===== config.mk =====
export PLATFORM = sky130hd
export DESIGN_NAME = decode_slot_picker
export DESIGN_NICKNAME = d
export VERILOG_FILES = /design/src/rtl/dsp_pkg.sv /design/src/rtl/dsp_tmpl_pick.sv /design/src/rtl/dsp_slot_decode.sv /design/src/rtl/decode_slot_picker.sv
export SDC_FILE = /design/constraint.sdc
export NUM_CORES = 1
export LEC_CHECK = 0
export ABC_AREA = 1
export CAP_MARGIN = 40
export CORE_ASPECT_RATIO = 2
export CORE_MARGIN = 8
export CORE_UTILIZATION = 49
export DETAILED_ROUTE_END_ITERATION = 12
export PLACE_DENSITY_LB_ADDON = 0.08
export RECOVER_POWER = 50
export SYNTH_ARGS = -nofsm -noshare
export SYNTH_HDL_FRONTEND = slang
export SYNTH_HIERARCHICAL = 1
export SYNTH_SLANG_ARGS = --single-unit

===== constraint.sdc =====
create_clock -name clk -period 3.6 [get_ports clk]
set_clock_uncertainty 0.05 [all_clocks]
set_input_delay 0.54 -clock clk [delete_from_list [all_inputs] [get_ports clk]]
set_output_delay 0.54 -clock clk [all_outputs]
set_load 0.02 [all_outputs]

===== src/rtl/dsp_pkg.sv =====
package dsp_pkg;
  localparam int SLOTS = 4;
  localparam int SZW   = 4;
  localparam int OPW   = 4;
  localparam int TIDW  = 3;
  localparam int IDXW  = $clog2(SLOTS);

  typedef enum logic [OPW-1:0] {
    OP_SUB   = 4'd0,
    OP_XOR   = 4'd1,
    OP_ADDSH = 4'd2,
    OP_MUL   = 4'd3,
    OP_ROT   = 4'd4,
    OP_ADDI  = 4'd5,
    OP_XORI  = 4'd6,
    OP_MULH  = 4'd7,
    OP_SMULH = 4'd8,
    OP_RCP   = 4'd9,
    OP_NONE  = 4'd15
  } op_e;

  typedef logic [SLOTS-1:0][SZW-1:0] size_vec_t;

  localparam logic [TIDW-1:0] TID_QUAD4 = 3'd4;
  localparam logic [TIDW-1:0] TID_TAIL10 = 3'd5;

  // Slot sizes of each template, slot 0 in the lowest element.
  function automatic size_vec_t tmpl_sizes(input logic [TIDW-1:0] id);
    size_vec_t s;
    s = '0;
    case (id)
      3'd0: begin s[0] = 4'd4; s[1] = 4'd8; s[2] = 4'd4; end
      3'd1: begin s[0] = 4'd7; s[1] = 4'd3; s[2] = 4'd3; s[3] = 4'd3; end
      3'd2: begin s[0] = 4'd3; s[1] = 4'd7; s[2] = 4'd3; s[3] = 4'd3; end
      3'd3: begin s[0] = 4'd4; s[1] = 4'd9; s[2] = 4'd3; end
      3'd4: begin s[0] = 4'd4; s[1] = 4'd4; s[2] = 4'd4; s[3] = 4'd4; end
      3'd5: begin s[0] = 4'd3; s[1] = 4'd3; s[2] = 4'd10; end
      default: s = '0;
    endcase
    return s;
  endfunction

  function automatic logic [2:0] tmpl_count(input logic [TIDW-1:0] id);
    case (id)
      3'd0, 3'd3, 3'd5: return 3'd3;
      3'd1, 3'd2, 3'd4: return 3'd4;
      default:          return 3'd1;
    endcase
  endfunction
endpackage


===== src/rtl/dsp_tmpl_pick.sv =====
module dsp_tmpl_pick
  import dsp_pkg::*;
#(
  parameter int CNT_W = 8
) (
  input  op_e               prev_op,
  input  logic [CNT_W-1:0]  dec_cycle,
  input  logic [CNT_W-1:0]  mul_cnt,
  input  logic [1:0]        sel,
  output logic [TIDW-1:0]   tmpl_id,
  output logic              need_byte
);
  localparam int EXT_W = CNT_W + 1;

  logic [EXT_W-1:0] cycle_plus1;
  logic [EXT_W-1:0] mul_ext;
  logic             mul_behind;

  assign cycle_plus1 = {1'b0, dec_cycle} + EXT_W'(1);
  assign mul_ext     = {1'b0, mul_cnt};
  assign mul_behind  = mul_ext < cycle_plus1;

  always_comb begin
    need_byte = 1'b0;
    tmpl_id   = TID_QUAD4;
    if (prev_op == OP_MULH || prev_op == OP_SMULH) begin
      tmpl_id = TID_TAIL10;
    end else if (mul_behind) begin
      tmpl_id = TID_QUAD4;
    end else if (prev_op == OP_RCP) begin
      need_byte = 1'b1;
      tmpl_id   = sel[0] ? 3'd0 : 3'd3;
    end else begin
      need_byte = 1'b1;
      tmpl_id   = {1'b0, sel};
    end
  end
endmodule


===== src/rtl/dsp_slot_decode.sv =====
module dsp_slot_decode
  import dsp_pkg::*;
(
  input  logic [SZW-1:0]  slot_size,
  input  logic [TIDW-1:0] tmpl_id,
  input  logic            is_last,
  input  logic [1:0]      sel,
  output op_e             op,
  output logic            need_byte
);
  always_comb begin
    need_byte = 1'b1;
    op        = OP_NONE;
    case (slot_size)
      4'd3: begin
        if (is_last) begin
          case (sel)
            2'd0:    op = OP_SUB;
            2'd1:    op = OP_XOR;
            2'd2:    op = OP_MULH;
            default: op = OP_SMULH;
          endcase
        end else begin
          op = sel[0] ? OP_XOR : OP_SUB;
        end
      end
      4'd4: begin
        if (tmpl_id == TID_QUAD4 && !is_last) begin
          need_byte = 1'b0;
          op        = OP_MUL;
        end else begin
          op = sel[0] ? OP_ADDSH : OP_ROT;
        end
      end
      4'd7, 4'd8, 4'd9: op = sel[0] ? OP_ADDI : OP_XORI;
      4'd10: begin
        need_byte = 1'b0;
        op        = OP_RCP;
      end
      default: begin
        need_byte = 1'b0;
        op        = OP_NONE;
      end
    endcase
  end
endmodule


===== src/rtl/decode_slot_picker.sv =====
module decode_slot_picker
  import dsp_pkg::*;
#(
  parameter int CNT_W = 8
) (
  input  logic                   clk,
  input  logic                   rst_n,
  input  logic                   req_valid,
  output logic                   req_ready,
  input  logic [OPW-1:0]         req_prev_type,
  input  logic [CNT_W-1:0]       req_decode_cycle,
  input  logic [CNT_W-1:0]       req_mul_count,
  input  logic                   rnd_valid,
  output logic                   rnd_ready,
  input  logic [7:0]             rnd_byte,
  output logic                   out_valid,
  input  logic                   out_ready,
  output logic [TIDW-1:0]        out_tmpl,
  output logic [2:0]             out_slot_cnt,
  output logic [SLOTS*SZW-1:0]   out_sizes,
  output logic [SLOTS*OPW-1:0]   out_types
);
  typedef enum logic [1:0] {ST_IDLE, ST_TMPL, ST_SLOT, ST_OUT} st_e;

  st_e                        st_q, st_d;
  logic [OPW-1:0]             prev_q;
  logic [CNT_W-1:0]           cyc_q, mul_q;
  logic [TIDW-1:0]            tmpl_q;
  logic [IDXW-1:0]            idx_q;
  logic [SLOTS-1:0][OPW-1:0]  types_q;

  logic            ld_req, ld_tmpl, ld_slot;
  logic [TIDW-1:0] tp_id;
  logic            tp_need;
  op_e             sd_op;
  logic            sd_need;
  size_vec_t       cur_sizes;
  logic [SZW-1:0]  slot_size;
  logic            slot_last;
  logic            unused_hi_bits;

  assign unused_hi_bits = ^rnd_byte[7:2];

  assign cur_sizes = tmpl_sizes(tmpl_q);
  assign slot_size = cur_sizes[idx_q];
  assign slot_last = ({1'b0, idx_q} + 3'd1) == tmpl_count(tmpl_q);

  dsp_tmpl_pick #(.CNT_W(CNT_W)) u_tmpl (
    .prev_op   (op_e'(prev_q)),
    .dec_cycle (cyc_q),
    .mul_cnt   (mul_q),
    .sel       (rnd_byte[1:0]),
    .tmpl_id   (tp_id),
    .need_byte (tp_need)
  );

  dsp_slot_decode u_slot (
    .slot_size (slot_size),
    .tmpl_id   (tmpl_q),
    .is_last   (slot_last),
    .sel       (rnd_byte[1:0]),
    .op        (sd_op),
    .need_byte (sd_need)
  );

  // Handshakes and next state
  assign req_ready = (st_q == ST_IDLE);
  assign out_valid = (st_q == ST_OUT);
  assign rnd_ready = ((st_q == ST_TMPL) && tp_need) || ((st_q == ST_SLOT) && sd_need);

  always_comb begin
    st_d    = st_q;
    ld_req  = 1'b0;
    ld_tmpl = 1'b0;
    ld_slot = 1'b0;
    case (st_q)
      ST_IDLE: if (req_valid) begin
        ld_req = 1'b1;
        st_d   = ST_TMPL;
      end
      ST_TMPL: if (!tp_need || rnd_valid) begin
        ld_tmpl = 1'b1;
        st_d    = ST_SLOT;
      end
      ST_SLOT: if (!sd_need || rnd_valid) begin
        ld_slot = 1'b1;
        if (slot_last) st_d = ST_OUT;
      end
      ST_OUT: if (out_ready) st_d = ST_IDLE;
      default: st_d = ST_IDLE;
    endcase
  end

  // Registers
  always_ff @(posedge clk or negedge rst_n) begin
    if (!rst_n) begin
      st_q    <= ST_IDLE;
      prev_q  <= OP_NONE;
      cyc_q   <= '0;
      mul_q   <= '0;
      tmpl_q  <= '0;
      idx_q   <= '0;
      types_q <= {SLOTS{OP_NONE}};
    end else begin
      st_q <= st_d;
      if (ld_req) begin
        prev_q <= req_prev_type;
        cyc_q  <= req_decode_cycle;
        mul_q  <= req_mul_count;
      end
      if (ld_tmpl) begin
        tmpl_q  <= tp_id;
        idx_q   <= '0;
        types_q <= {SLOTS{OP_NONE}};
      end
      if (ld_slot) begin
        types_q[idx_q] <= sd_op;
        idx_q          <= idx_q + IDXW'(1);
      end
    end
  end

  assign out_tmpl     = tmpl_q;
  assign out_slot_cnt = tmpl_count(tmpl_q);

  for (genvar g = 0; g < SLOTS; g++) begin : g_flat
    assign out_sizes[g*SZW +: SZW] = cur_sizes[g];
    assign out_types[g*OPW +: OPW] = types_q[g];
  end
endmodule


# Word level (Yosys, flattened, before mapping)
# Index checks and enable logic that the tools add are counted.
totals:
  out_inout_bits: 41
  ff_bits: 43
  input_bits: 33
  wordCells: 101
op_classes:
  n_eq_ne: 25
  n_addsub: 3
  magnitude_cmp: 3
  n_mux: 39
  reduce_logical: 21
op_table:
  columns: ["cell", "n"]
  rows:
  - ["12-bit one-hot mux with 6 select lines", 1]
  - ["16-bit two-way mux", 2]
  - ["4-bit == test (second input constant)", 5]
  - ["2-bit two-way mux", 9]
  - ["16-bit bitwise mux", 1]
  - ["4-bit two-way mux", 4]
  - ["4-bit one-hot mux with 4 select lines", 1]
  - ["4-bit by 3-bit == test with 1-bit output (second input constant)", 3]
  - ["3-bit two-way mux", 4]
  - ["3-bit one-hot mux with 2 select lines", 2]
  - ["4-bit one-hot mux with 3 select lines", 1]
  - ["1-bit two-way mux", 10]
  - ["8-bit by 1-bit adder with 9-bit output (second input constant)", 1]
  - ["8-bit by 9-bit less-than comparator with 1-bit output", 1]
  - ["3-bit OR reduction", 3]
  - ["4-bit binary-select mux with 2-bit select", 1]
  - ["4-bit demux with 2-bit select", 1]
  - ["2-bit by 1-bit != test with 1-bit output (second input constant)", 4]
  - ["2-bit one-hot mux with 4 select lines", 1]
  - ["2-bit == test (second input constant)", 3]
  - ["3-bit by 2-bit == test with 1-bit output (second input constant)", 2]
  - ["3-bit == test (second input constant)", 2]
  - ["5-bit AND reduction", 1]
  - ["2-bit by 1-bit == test with 1-bit output (second input constant)", 2]
  - ["other kinds (17)", 26]

# Logic depth before layout (Yosys ltp)
# Gate-level depths: netlist of run 1.
depth:
  word_depth: 13
  depth_mapped: 20
  mapped_depth_nobuf: 20

# Cells and area by module
# Netlist of run 1, hierarchy kept.
modules_own_cells:
  columns: ["mod", "n_inst", "seq_area_each_um2", "area_each_um2", "cells_per_inst"]
  rows:
  - ["decode_slot_picker", 1, 1101.1, 2197.1, 222]
  - ["dsp_tmpl_pick", 1, 0.0, 407.9, 67]
  - ["dsp_slot_decode", 1, 0.0, 222.7, 45]

# Worst setup path before layout of run 1
# No wires, ideal clock.
synth_path:
  path_kind: "reg-to-reg"
  startpoint: "register tmpl_q[1], in the netlist out_tmpl[1]"
  endpoint: "register types_q, in the netlist out_types[0]"
  path_slack_ns: 0.634
  t_arrival_ns: 2.824
  setup_ns: 0.092
  period_less_slack_ns: 2.966
  path_buffers: 0
  stages_incl_launch_ff: 20
  required_time_ns: 3.458
  path_cell_list: "dfrtp_1 -> inv_2 -> nand2_1 -> nand2_1 -> inv_1 -> nor2_1 -> nor2_1 -> a31oi_1 -> nand2_1 -> inv_2 -> nand2_1 -> nand2_2 -> nor2_4 -> nand2_1 -> inv_1 -> or2_2 -> nand2_1 -> nor2_1 -> nor3b_1 -> a21oi_1"
synth_via:
  elab_cells_between_ends: 36
  cone_classes: "eq/ne (12); mux (14); reduce/logical (10)"
synth_rtl:
  columns: ["element", "line", "text"]
  rows:
  - ["start: declaration", "decode_slot_picker.sv:28", "logic [TIDW-1:0] tmpl_q;"]
  - ["start signal: assignment", "decode_slot_picker.sv:112", "tmpl_q <= tp_id;"]
  - ["3-bit == test (tied with other cells)", "dsp_pkg.sv:31", "case (id)"]
  - ["12-bit one-hot mux with 6 select lines (*)", "dsp_pkg.sv:31", null]
  - ["net out_sizes[0]", "decode_slot_picker.sv:20", "output logic [SLOTS*SZW-1:0] out_sizes,"]
  - ["4-bit binary-select mux with 2-bit select (*)", "decode_slot_picker.sv:45", "assign slot_size = cur_sizes[idx_q];"]
  - ["4-bit two-way mux (not written as such) (*)", "decode_slot_picker.sv:45", null]
  - ["4-bit by 2-bit == test with 1-bit output (tied with other cells)", "dsp_slot_decode.sv:14", "case (slot_size)"]
  - ["4-bit OR reduction (no line)", null, null]
  - ["1-bit one-hot mux with 2 select lines (*)", "dsp_slot_decode.sv:14", null]
  - ["net sd_need", "decode_slot_picker.sv:36", "logic sd_need;"]
  - ["1-bit zero test (*)", "decode_slot_picker.sv:85", "ST_SLOT: if (!sd_need || rnd_valid) begin"]
  - ["1-bit logical OR (*)", "decode_slot_picker.sv:85", null]
  - ["1-bit two-way mux (*)", "decode_slot_picker.sv:85", null]
  - ["1-bit two-way mux (*)", "decode_slot_picker.sv:76", "case (st_q)"]
  - ["16-bit two-way mux (*)", "decode_slot_picker.sv:116", "if (ld_slot) begin"]
  - ["end signal: assignment", "decode_slot_picker.sv:103", "types_q <= {SLOTS{OP_NONE}};"]
  - ["end signal: assignment", "decode_slot_picker.sv:114", "types_q <= {SLOTS{OP_NONE}};"]
  - ["end signal: indexed assignment", "decode_slot_picker.sv:117", "types_q[idx_q] <= sd_op;"]
  - ["end: declaration", "decode_slot_picker.sv:30", "logic [SLOTS-1:0][OPW-1:0] types_q;"]
# The timed path passes the listed nets; every way through them passes the cells marked *. The select of a mux whose other input is x is not followed.
# A chain may end at the register's enable or synchronous reset.

# Worst setup path after layout of run 1
layout_path:
  startpoint: "register cyc_q[0]"
  endpoint: "output port rnd_ready"
layout_via:
  elab_chain_cells: 6
layout_rtl:
  columns: ["element", "line", "text"]
  rows:
  - ["start: declaration", "decode_slot_picker.sv:27", "logic [CNT_W-1:0] cyc_q, mul_q;"]
  - ["start signal: assignment", "decode_slot_picker.sv:108", "cyc_q <= req_decode_cycle;"]
  - ["8-bit by 1-bit adder with 9-bit output", "dsp_tmpl_pick.sv:19", "assign cycle_plus1 = {1'b0, dec_cycle} + EXT_W'(1);"]
  - ["8-bit by 9-bit less-than comparator with 1-bit output", "dsp_tmpl_pick.sv:21", "assign mul_behind = mul_ext < cycle_plus1;"]
  - ["1-bit two-way mux", "dsp_tmpl_pick.sv:28", "end else if (mul_behind) begin"]
  - ["1-bit two-way mux", "dsp_tmpl_pick.sv:26", "if (prev_op == OP_MULH || prev_op == OP_SMULH) begin"]
  - ["net tp_need", "decode_slot_picker.sv:34", "logic tp_need;"]
  - ["1-bit logical AND", "decode_slot_picker.sv:69", "assign rnd_ready = ((st_q == ST_TMPL) && tp_need) || ((st_q == ST_SLOT) && sd_need);"]
  - ["1-bit logical OR", "decode_slot_picker.sv:69", null]
  - ["end: declaration", "decode_slot_picker.sv:14", "output logic rnd_ready,"]
# The timed path passes the listed nets, and every way through them passes these cells.

==> metrics.cfg, run 1 <==
[status]
status=finished with violations
failed_checks=capacitance limit, slew limit

[cells_and_area]
fin_nets=452
fillers=520
diodes=0
drive_gt1_share_pct=20.9
multi_input_area_mm2=0.00148
seq_area_mm2=0.00110
area_growth_syn_to_layout_pct=30.2

[synthesis]
async_flop_share_pct=100
synth_cell_types=38
ys_warn_count=6
post_synth_inst_count=334
synth_mux_area_share_pct=7.96
synth_top_cell_by_area=dfrtp_1
yosys.area_share.simple_pct=25.8
ys_seq_area_share_pct=38.9
synth_edf_count=0
ys_top_cells_by_area=dfrtp_1 (20%), dfstp_2 (19%), ha_1 (8.0%), mux2_2 (8.0%), nand2_1 (6.1%)
synth_compound_area_share_pct=7.88
synth.avg_cell_area_um2=8.47
yosysMostFrequentCell=nand2_1
synth_top_area_share_pct=20.4
post_synth_xor_area_fraction_pct=2.17
synth_common_cells=nand2_1 (46), inv_1 (42), nor2_1 (30)
syn_area_mm2=0.00283
synth_fa_ha_area_share_pct=7.96
ys.flop_type=dfrtp_1
ys_ff_latch=43
synth_top_family_by_area=simple AND/OR/NAND/NOR gates

[clock_tree]
cts_setup_buffers=0
cts_max_level=2
cts_buffer_depth=2
numCtsBuffers=5
tritoncts=done
ctsHoldBuffers=0
clk_pin_slew_ns=0.06
cts_sinks=43
root_buffer=clkbuf_16
clk_latency_ns=0.29

[timing]
slew_headroom_pct=-17.3
hold_viol=0
maxSlewViolCount=34
fin_crit_sh_pct=92.9
fmax_mhz=299
setup_slack_ns=0.255
rsz0062_at_grt=false
tightest_slew_ns=1.76
setup_violations=0
setup-tns-final_ns=0
period_minus_slack_ns=3.34

[floorplanning]
dieArea_mm2=0.00860
start_util_pct=50.0
die_height_um=123
io-pin-count=74
coreArea_mm2=0.00566
die_w_um=69.7
fp-row-count=39

[power_and_ir_drop]
p_comb_share_pct=63.8
ir_worst_vdd_mv=0.789
power_frac_seq_pct=24.1
clockPowerShare_pct=12.1
powerDensity_mw_per_mm2=1070
p_leak_nw=1.70
p_sw_mw=1.83
swShare_pct=46.3
intPower_mw=2.12

[placed_design]
dp_hpwl_um=5460
place_congestion=0.937
io_buffers=65
dp_slack_ns=0.244

[global_route]
grtUsageTotal_pct=15.8
grt_pass1_vias=2454
grt_pass1_wl_um=11100
grt_max_degree=34
grt.overflow.total=0
antenna_found_initial=0

[min_path]
hold_path.class=in -> async

[worst_setup_path]
timing.rr.start=out_tmpl[1]$_DFFE_PN0P_
crit_required_ns=3.01
r2r_cells=19
critPathKind=reg -> out
r2r-end=out_types[2]$_DFF_PN1_
cp.arrival_ns=2.75
ff2ff_setup_slack_ns=0.50
path_max_fanout=4
start_kind=register
endpoint_kind=output pin

[drt]
post_drt_wl_per_cell_um=14.6
drt_pass1_iterations=4
routed_wirelength_um=6750
antenna_left=0
vias_per_cell=5.18
drc=0
vias=2399
drt_iter0_drc=131

[flow_run]
drv_cap=1

[kinds of logic (layout without fill, tap and decap cells)]
| group | Yosys count | in the layout |
|---|---|---|
| flip-flops | 43 | 43 |
| AND/OR/NAND/NOR | 142 | 142 |
| adder cells (fa/ha/maj) | 18 | 18 |
| multiplexers | 20 | 20 |
| AO/OA/AOI/OAI | 41 | 41 |
| XOR/XNOR | 7 | 7 |
| buffers and inverters | 62 | 129 |
| other | 1 | 2 |
[placed cells by master, fill, tap and decap left out, types with 5 or more instances in the layout]
cell type,count
dfrtp_1,23
xor2_1,5
nand3_1,23
mux2_2,20
inv_2,8
nor2_1,30
nand2_1,46
dfstp_2,20
o21ai_0,6
ha_1,18
a21oi_1,26
clkbuf_16,6
nor3b_1,16
inv_1,42
clkdlybuf4s50_1,60
nand2_2,13
[metrics by stage]
stage	std cells	power, mW	instance area [µm²]	hold WS [ns]	util, %
final	463	3.95	3680	0.182	65.1
after global routing	463	4.25	3680	0.226	65.1
after CTS	463	3.99	3690	0.0768	65.3
after detailed placement	455	3.49	3540	0.386	62.5
after global placement	454	3.42	3520	0.444	62.1
after floorplan	335	2.65	2830	0.194	-
[routing by layer]
metal	share of wire [%]	up-vias	track usage [%]
li1	-	1210	-
met1	37	1114	14.7
met2	55	60	30.3
met3	4.4	15	4.02
met4	3.8	0	9.36
met5	0	-	0
[final cells by class]
type	count	share of cell area, %
Multi-Input combinational cell	230	40.2
Sequential cell	43	29.9
Timing Repair Buffer	70	18.4
Inverter	51	5.20
Clock buffer	8	4.28
Tap cell	61	2.07
[worst max-delay path: stages (launching register included)]
cell	delay (ns)
dfrtp_1	0.40
ha_1	0.23
nand2_2	0.09
nor2_4	0.13
nand2_1	0.08
xor2_1	0.14
ha_1	0.29
a21oi_1	0.16
nor2_1	0.06
o21ai_1	0.18
nand2_2	0.10
nand2_2	0.08
inv_1	0.04
inv_1	0.08
o22ai_1	0.09
dlygate4sd2_1	0.32
[worst max path at each step]
stage	start	end	slack (ns)	depth (start not counted)
2_1_floorplan	out_tmpl[1]$_DFFE_PN0P_	out_types[0]$_DFF_PN1_	0.63	19
3_3_place_gp	cyc_q[0]$_DFFE_PN0P_	rnd_ready	0.30	16
3_5_place_dp	out_tmpl[1]$_DFFE_PN0P_	rnd_ready	0.24	16
4_1_cts	out_tmpl[1]$_DFFE_PN0P_	rnd_ready	0.22	16
5_1_grt	out_tmpl[1]$_DFFE_PN0P_	rnd_ready	0.03	16
6_report	cyc_q[0]$_DFFE_PN0P_	rnd_ready	0.26	15
[sequential cells by signal, indices dropped and copies added, names as in the netlist]
signal,count
cyc_q,8
idx_q,2
mul_q,8
out_tmpl,3
out_types,16
prev_q,4
st_q,2
[what timing repair did]
action,4_1_cts,5_1_grt
pin swaps,0,0
endpoints found under the setup margin,1,1
gates resized for setup,1,1
hold endpoints to repair,0,0
[power by group through the flow]
| stage | Sequential [mW] | Combinational (mW) | Clock, mW |
|---|---|---|---|
| after detailed placement | 0.961 | 2.53 | 0 |
| after global routing | 0.987 | 2.75 | 0.510 |
| after floorplan | 1.02 | 1.63 | 0 |
| after global placement | 0.953 | 2.46 | 0 |
| final | 0.952 | 2.52 | 0.478 |
| after CTS | 0.954 | 2.54 | 0.492 |
Note: power is estimated with default switching activity, not from simulation.
==> run 2, diff against run 1 <==
==> constraint.sdc (replaced) <==
create_clock -name clk -period 3.1 [get_ports clk]
set_clock_uncertainty 0.05 [all_clocks]
set_input_delay 0.465 -clock clk [delete_from_list [all_inputs] [get_ports clk]]
set_output_delay 0.465 -clock clk [all_outputs]
set_load 0.005 [all_outputs]
==> metrics.cfg, run 2 (same netlist as run 1, synthesis figures left out) <==
[global_route]
grt.overflow.total=0  ; unchanged
grtUsageMet2_pct=31.2  ; +0.87 points
grt_pass1_wl_um=11200  ; +0.62%
grt_pass1_vias=2545  ; +3.7%
grt.met3_usage_pct=4.18  ; +0.16 points
met1_usage_pct=14.7  ; about the same
grt_max_degree=39  ; +15%
grt_busiest_layer=met2
antenna_found_initial=0  ; unchanged
grtUsageTotal_pct=16.1  ; +0.28 points

[cells_and_area]
finish.utilization_pct=68.4  ; +3.4 points
multi_input_area_mm2=0.00153  ; +3.6%
fin_nets=466  ; +3.1%
largest_register_ffs=16  ; unchanged
diodes=0  ; unchanged
final_common_cell=clkdlybuf4s50_1
fillers=475  ; -8.7%
drive_gt1_share_pct=27.2  ; +6.3 points
postLayoutCellArea_mm2=0.00387  ; +5.2%
layout_common_cells=clkdlybuf4s50_1 (46), nand2_1 (44), inv_1 (42), a21oi_1 (26), nor2_1 (24)
seq_area_mm2=0.00110  ; +0.23%
area_growth_syn_to_layout_pct=37.0

[worst_setup_path]
startpoint=cyc_q[0]$_DFFE_PN0P_
slowest_delay_ns=0.42  ; +0.02 ns
start_kind=register
critPathTopFamily=simple AND/OR/NAND/NOR gates
critPathBufInv=3  ; unchanged
ff2ff_setup_slack_ns=0.20  ; -0.30 ns
path_max_fanout=3  ; -1
crit_required_ns=2.58  ; -0.43 ns
crit_chain=ha_4, nand2_2, nor2_4, nand2_1, xor2_1, ha_1, a21oi_1, nor2_1, o21ai_1, nand2_2, nand2_2, inv_1, inv_1, o22ai_2, buf_2
critPathKind=reg -> out
endpoint_kind=output pin
cp_common_cell=nand2_2
cp.arrival_ns=2.50  ; -0.25 ns
cp_slowest_cell=dfrtp_1
timing.rr.start=cyc_q[0]$_DFFE_PN0P_

[clock_tree]
clk_latency_ns=0.29  ; about the same
cts_sinks=43  ; unchanged
numCtsBuffers=5  ; unchanged
tritoncts=done
cts_max_level=2  ; unchanged
clk_pin_slew_ns=0.05  ; about the same
root_buffer=clkbuf_16
cts_buffer_depth=2  ; unchanged

[power_and_ir_drop]
ir_worst_vdd_mv=0.894  ; +13%
power_mw=4.56  ; +16%
powerDensity_mw_per_mm2=1180  ; +9.8%
p_leak_nw=1.74  ; +2.7%

[floorplanning]
coreArea_mm2=0.00566  ; unchanged
fp-row-count=39  ; unchanged
dieArea_mm2=0.00860  ; unchanged
io-pin-count=74  ; unchanged
die_height_um=123  ; unchanged
start_util_pct=50.0  ; unchanged
die_w_um=69.7  ; unchanged

[timing]
hold_viol=0  ; unchanged
setup_slack_ns=0.0900  ; -0.165 ns
maxSlewViolCount=0  ; -100%
slew_headroom_pct=46.1  ; +63 points
fmax_mhz=332
period_minus_slack_ns=3.01
fin_crit_sh_pct=97.1
setup-tns-final_ns=0  ; unchanged
setup_violations=0  ; unchanged
tightest_slew_ns=0.807  ; -0.954 ns

[drt]
post_drt_wl_per_cell_um=14.6  ; +0.30%
vias_per_cell=5.15  ; -0.59%
antenna_left=0  ; unchanged
vias=2457  ; +2.4%
drt_iter0_drc=90  ; -31%
routed_wirelength_um=6970  ; +3.3%
drt_pass1_iterations=4  ; unchanged
drc=0  ; unchanged

[placed_design]
io_buffers=65  ; unchanged
dp_hpwl_um=5530  ; +1.4%
place_congestion=0.929  ; -0.80%
place_area_mm2=0.00361  ; +2.1%
dp_slack_ns=-0.0263  ; -0.271 ns

[flow_run]
drv_cap=0  ; -1

[status]
status=completed

[min_path]
hold_path.class=reg -> reg
hold_start=mul_q[0]$_DFFE_PN0P_

run 2: cell count changes in the layout (fill, tap and decap cells not counted), sizes merged, moves of 3 or more:
cell	before	now
dlygate4sd3	3	18
clkdlybuf4s50	60	46
buf	4	19
clkbuf	10	7
run 2: metrics by stage:
step	hold slack (ns)	std cells
after global routing	0.476	477
after global placement	0.445	464
after CTS	0.459	475
final	0.452	477
after floorplan	0.119	335
after detailed placement	0.264	465
run 2: repair_timing:
item,4_1_cts,5_1_grt
hold endpoints to repair,4,0
buffers inserted,1,2
pin swaps,1,3
gates resized for setup,5,16
endpoints found under the setup margin,1,17
hold buffers,1,0
run 2: worst register-to-register path: stages, from the launching register on:
cell      delay (ns)
dfrtp_1         0.42
ha_4            0.16
nand2_2         0.07
nor2_4          0.15
nand2_1         0.08
xor2_1          0.15
ha_1            0.32
a21oi_1         0.16
nor2_1          0.06
o21ai_1         0.15
nand2_2         0.10
nand2_2         0.07
inv_1           0.04
inv_1           0.08
buf_4           0.12
nor3_1          0.04
a211oi_1        0.37
nand2_2         0.10
nand2_1         0.07
nand2_1         0.04
run 2: final timing paths:
kind	to	cells past startpoint
worst max-delay path	rnd_ready	15
worst min-delay path	mul_q[0]$_DFFE_PN0P_	1
worst max register to register	st_q[1]$_DFFE_PN0P_	19
worst min register to register	mul_q[0]$_DFFE_PN0P_	1
max in group asynchronous	out_types[7]$_DFF_PN1_	3
min in group asynchronous	mul_q[1]$_DFFE_PN0P_	2
run 2: report_power, final:
part | switching [mW] | leakage, nW | internal (mW)
clock | 0.213 | 0.0868 | 0.400
combinational | 1.47 | 1.18 | 1.37
sequential | 0.223 | 0.480 | 0.889
total | 1.90 | 1.74 | 2.66
run 2: cell type report:
| class | instances | area share, % |
|---|---|---|
| clock buffer | 6 | 3.59 |
| timing repair buffer | 84 | 20.6 |
| tap | 61 | 1.97 |
| clock inverter | 2 | 0.904 |
| sequential | 43 | 28.5 |
| multi-input combinational | 230 | 39.5 |
| inverter | 51 | 4.94 |
run 2: routing by layer:
metal	vias to the layer above	routed length (µm)
li1	1239	-
met1	1145	2490
met2	60	3950
met3	13	284
met4	0	248
met5	-	0
==> run 3, diff against run 2 <==
--- a/config.mk
+++ b/config.mk
@@ -8,7 +8,6 @@
 export ABC_AREA = 1
 export CAP_MARGIN = 40
 export CORE_ASPECT_RATIO = 2
-export CORE_MARGIN = 8
 export CORE_UTILIZATION = 49
 export DETAILED_ROUTE_END_ITERATION = 12
 export PLACE_DENSITY_LB_ADDON = 0.08
==> metrics.cfg, run 3 (same netlist as run 1, synthesis figures left out) <==
[placed_design]
dp_slack_ns=0.00763  ; +0.0340 ns
dp_cells=464  ; -0.22%
dp_hpwl_um=5080  ; -8.1%
place_area_mm2=0.00362  ; +0.17%
io_buffers=65  ; unchanged
place_congestion=0.924  ; -0.58%

[floorplanning]
die_height_um=109  ; -11%
dieArea_mm2=0.00610  ; -29%
fp-row-count=38  ; -2.6%
coreArea_mm2=0.00547  ; -3.4%
io-pin-count=74  ; unchanged
start_util_pct=51.7  ; +1.8 points
die_w_um=55.7  ; -20%

[flow_run]
drv_cap=0  ; unchanged

[worst_setup_path]
crit_required_ns=2.58  ; about the same
ff2ff_setup_slack_ns=0.26  ; +0.06 ns
cp.arrival_ns=2.42  ; -0.08 ns
startpoint=cyc_q[0]$_DFFE_PN0P_
r2r-end=st_q[0]$_DFFE_PN0P_
endpoint_kind=output pin
timing.rr.start=cyc_q[0]$_DFFE_PN0P_
path_max_fanout=3  ; unchanged
start_kind=register
r2r_cells=19  ; unchanged
critPathKind=reg -> out
crit_end=rnd_ready

[power_and_ir_drop]
ir_worst_vdd_mv=0.669  ; -25%
p_leak_nw=1.69  ; -2.8%
powerDensity_mw_per_mm2=1140  ; -3.1%
power_mw=4.28  ; -6.2%

[timing]
tightest_slew_ns=1.16  ; +0.350 ns
slew_headroom_pct=22.9  ; -23 points
fmax_mhz=340  ; +2.5%
hold_viol=0  ; unchanged
fin_crit_sh_pct=94.8  ; -2.3 points
setup_violations=0  ; unchanged
period_minus_slack_ns=2.94  ; -0.0724 ns
rsz0062_at_grt=false
setup_slack_ns=0.162  ; +0.0724 ns
maxSlewViolCount=0  ; unchanged
setup-tns-final_ns=0  ; unchanged

[clock_tree]
cts_sinks=43  ; unchanged
numCtsBuffers=5  ; unchanged
clk_latency_ns=0.30  ; about the same
cts_max_level=2  ; unchanged
cts_buffer_depth=2  ; unchanged
tritoncts=done
root_buffer=clkbuf_8
clk_pin_slew_ns=0.08  ; +0.03 ns

[drt]
drt_pass1_iterations=4  ; unchanged
routed_wirelength_um=6450  ; -7.5%
drc=0  ; unchanged
post_drt_wl_per_cell_um=13.5  ; -7.3%
antenna_left=0  ; unchanged
vias_per_cell=5.21  ; +1.2%
drt_iter0_drc=97  ; +7.8%
vias=2481  ; +0.98%

[cells_and_area]
final_common_cell=clkdlybuf4s50_1
area_growth_syn_to_layout_pct=32.6
fillers=459  ; -3.4%
seq_area_mm2=0.00110  ; unchanged
diodes=0  ; unchanged
multi_input_area_mm2=0.00151  ; -1.6%
drive_gt1_share_pct=26.7  ; -0.48 points
postLayoutCellArea_mm2=0.00375  ; -3.2%
layout_common_cells=clkdlybuf4s50_1 (46), nand2_1 (44), inv_1 (40), a21oi_1 (26), nor2_1 (26)
fin_nets=466  ; unchanged
largest_register_ffs=16  ; unchanged
stdcell_count=476  ; -0.21%

[global_route]
grt.overflow.total=0  ; unchanged
grt_pass1_wl_um=10600  ; -5.4%
grt_pass1_vias=2514  ; -1.2%
antenna_found_initial=0  ; unchanged
grt_max_degree=25  ; -36%
grtUsageTotal_pct=22.6  ; +6.4 points

[min_path]
hold_path.class=in -> async

[status]
status=completed

## run 3: changes by cell type in the layout (fill, tap and decap cells not counted), moves of 2 or more
| cell | before | now |
|---|---|---|
| inv_1 | 42 | 40 |
| nor2_1 | 24 | 26 |
| clkbuf_1 | 1 | 3 |
| inv_2 | 8 | 10 |
| clkbuf_16 | 5 | 0 |
| clkbuf_8 | 1 | 6 |
## run 3: worst min path at each step
stage	from	endpoint
3_5_place_dp	rst_n	cyc_q[7]$_DFFE_PN0P_
4_1_cts	rst_n	cyc_q[7]$_DFFE_PN0P_
3_3_place_gp	mul_q[3]$_DFFE_PN0P_	mul_q[3]$_DFFE_PN0P_
6_report	rst_n	cyc_q[7]$_DFFE_PN0P_
2_1_floorplan	rst_n	cyc_q[0]$_DFFE_PN0P_
5_1_grt	rst_n	cyc_q[7]$_DFFE_PN0P_
## run 3: critical path, stage by stage, from the launching register on
cell     delay (ns)
dfrtp_1        0.41
ha_2           0.22
nand2_2        0.07
nor2_4         0.11
nand2_2        0.07
xor2_1         0.14
ha_1           0.30
a21oi_1        0.13
nor2_1         0.05
o21ai_1        0.17
nand2_2        0.09
nand2_2        0.08
inv_2          0.04
inv_2          0.06
o22ai_2        0.07
buf_2          0.12
## run 3: what timing repair did
item | in CTS | in global routing
resized for setup | 5 | 13
hold buffers | 0 | 0
pin swaps | 6 | 7
buffers inserted | 4 | 0
setup endpoints to repair | 1 | 17
## run 3: where the power goes
group | switching, mW | leakage [nW] | internal (mW)
sequential | 0.215 | 0.480 | 0.887
combinational | 1.45 | 1.17 | 1.35
clock | 0.194 | 0.0484 | 0.182
total | 1.86 | 1.69 | 2.42
## run 3: metrics by stage
stage / hold WS (ns) / util (%)
floorplan: 0.119 / -
global placement: 0.447 / 65.7
detailed placement: 0.423 / 66.2
CTS: 0.0853 / 68.4
global route: 0.428 / 68.6
finish: 0.312 / 68.6
## run 3: routing by layer
layer | GRT usage [%] | vias to the layer above | wire, µm
li1 | - | 1233 | -
met1 | 20.8 | 1168 | 2310
met3 | 5.29 | 13 | 265
met5 | 0 | - | 0
met4 | 10.9 | 0 | 166
met2 | 45.0 | 67 | 3710
## run 3: cell type report
| type | instances | area share (%) |
|---|---|---|
| clock buffer | 7 | 2.30 |
| clock inverter | 1 | 0.234 |
| inverter | 51 | 5.11 |
| multi-input combinational | 230 | 40.2 |
| sequential | 43 | 29.4 |
| tap | 60 | 2.00 |
| timing repair buffer | 84 | 20.8 |
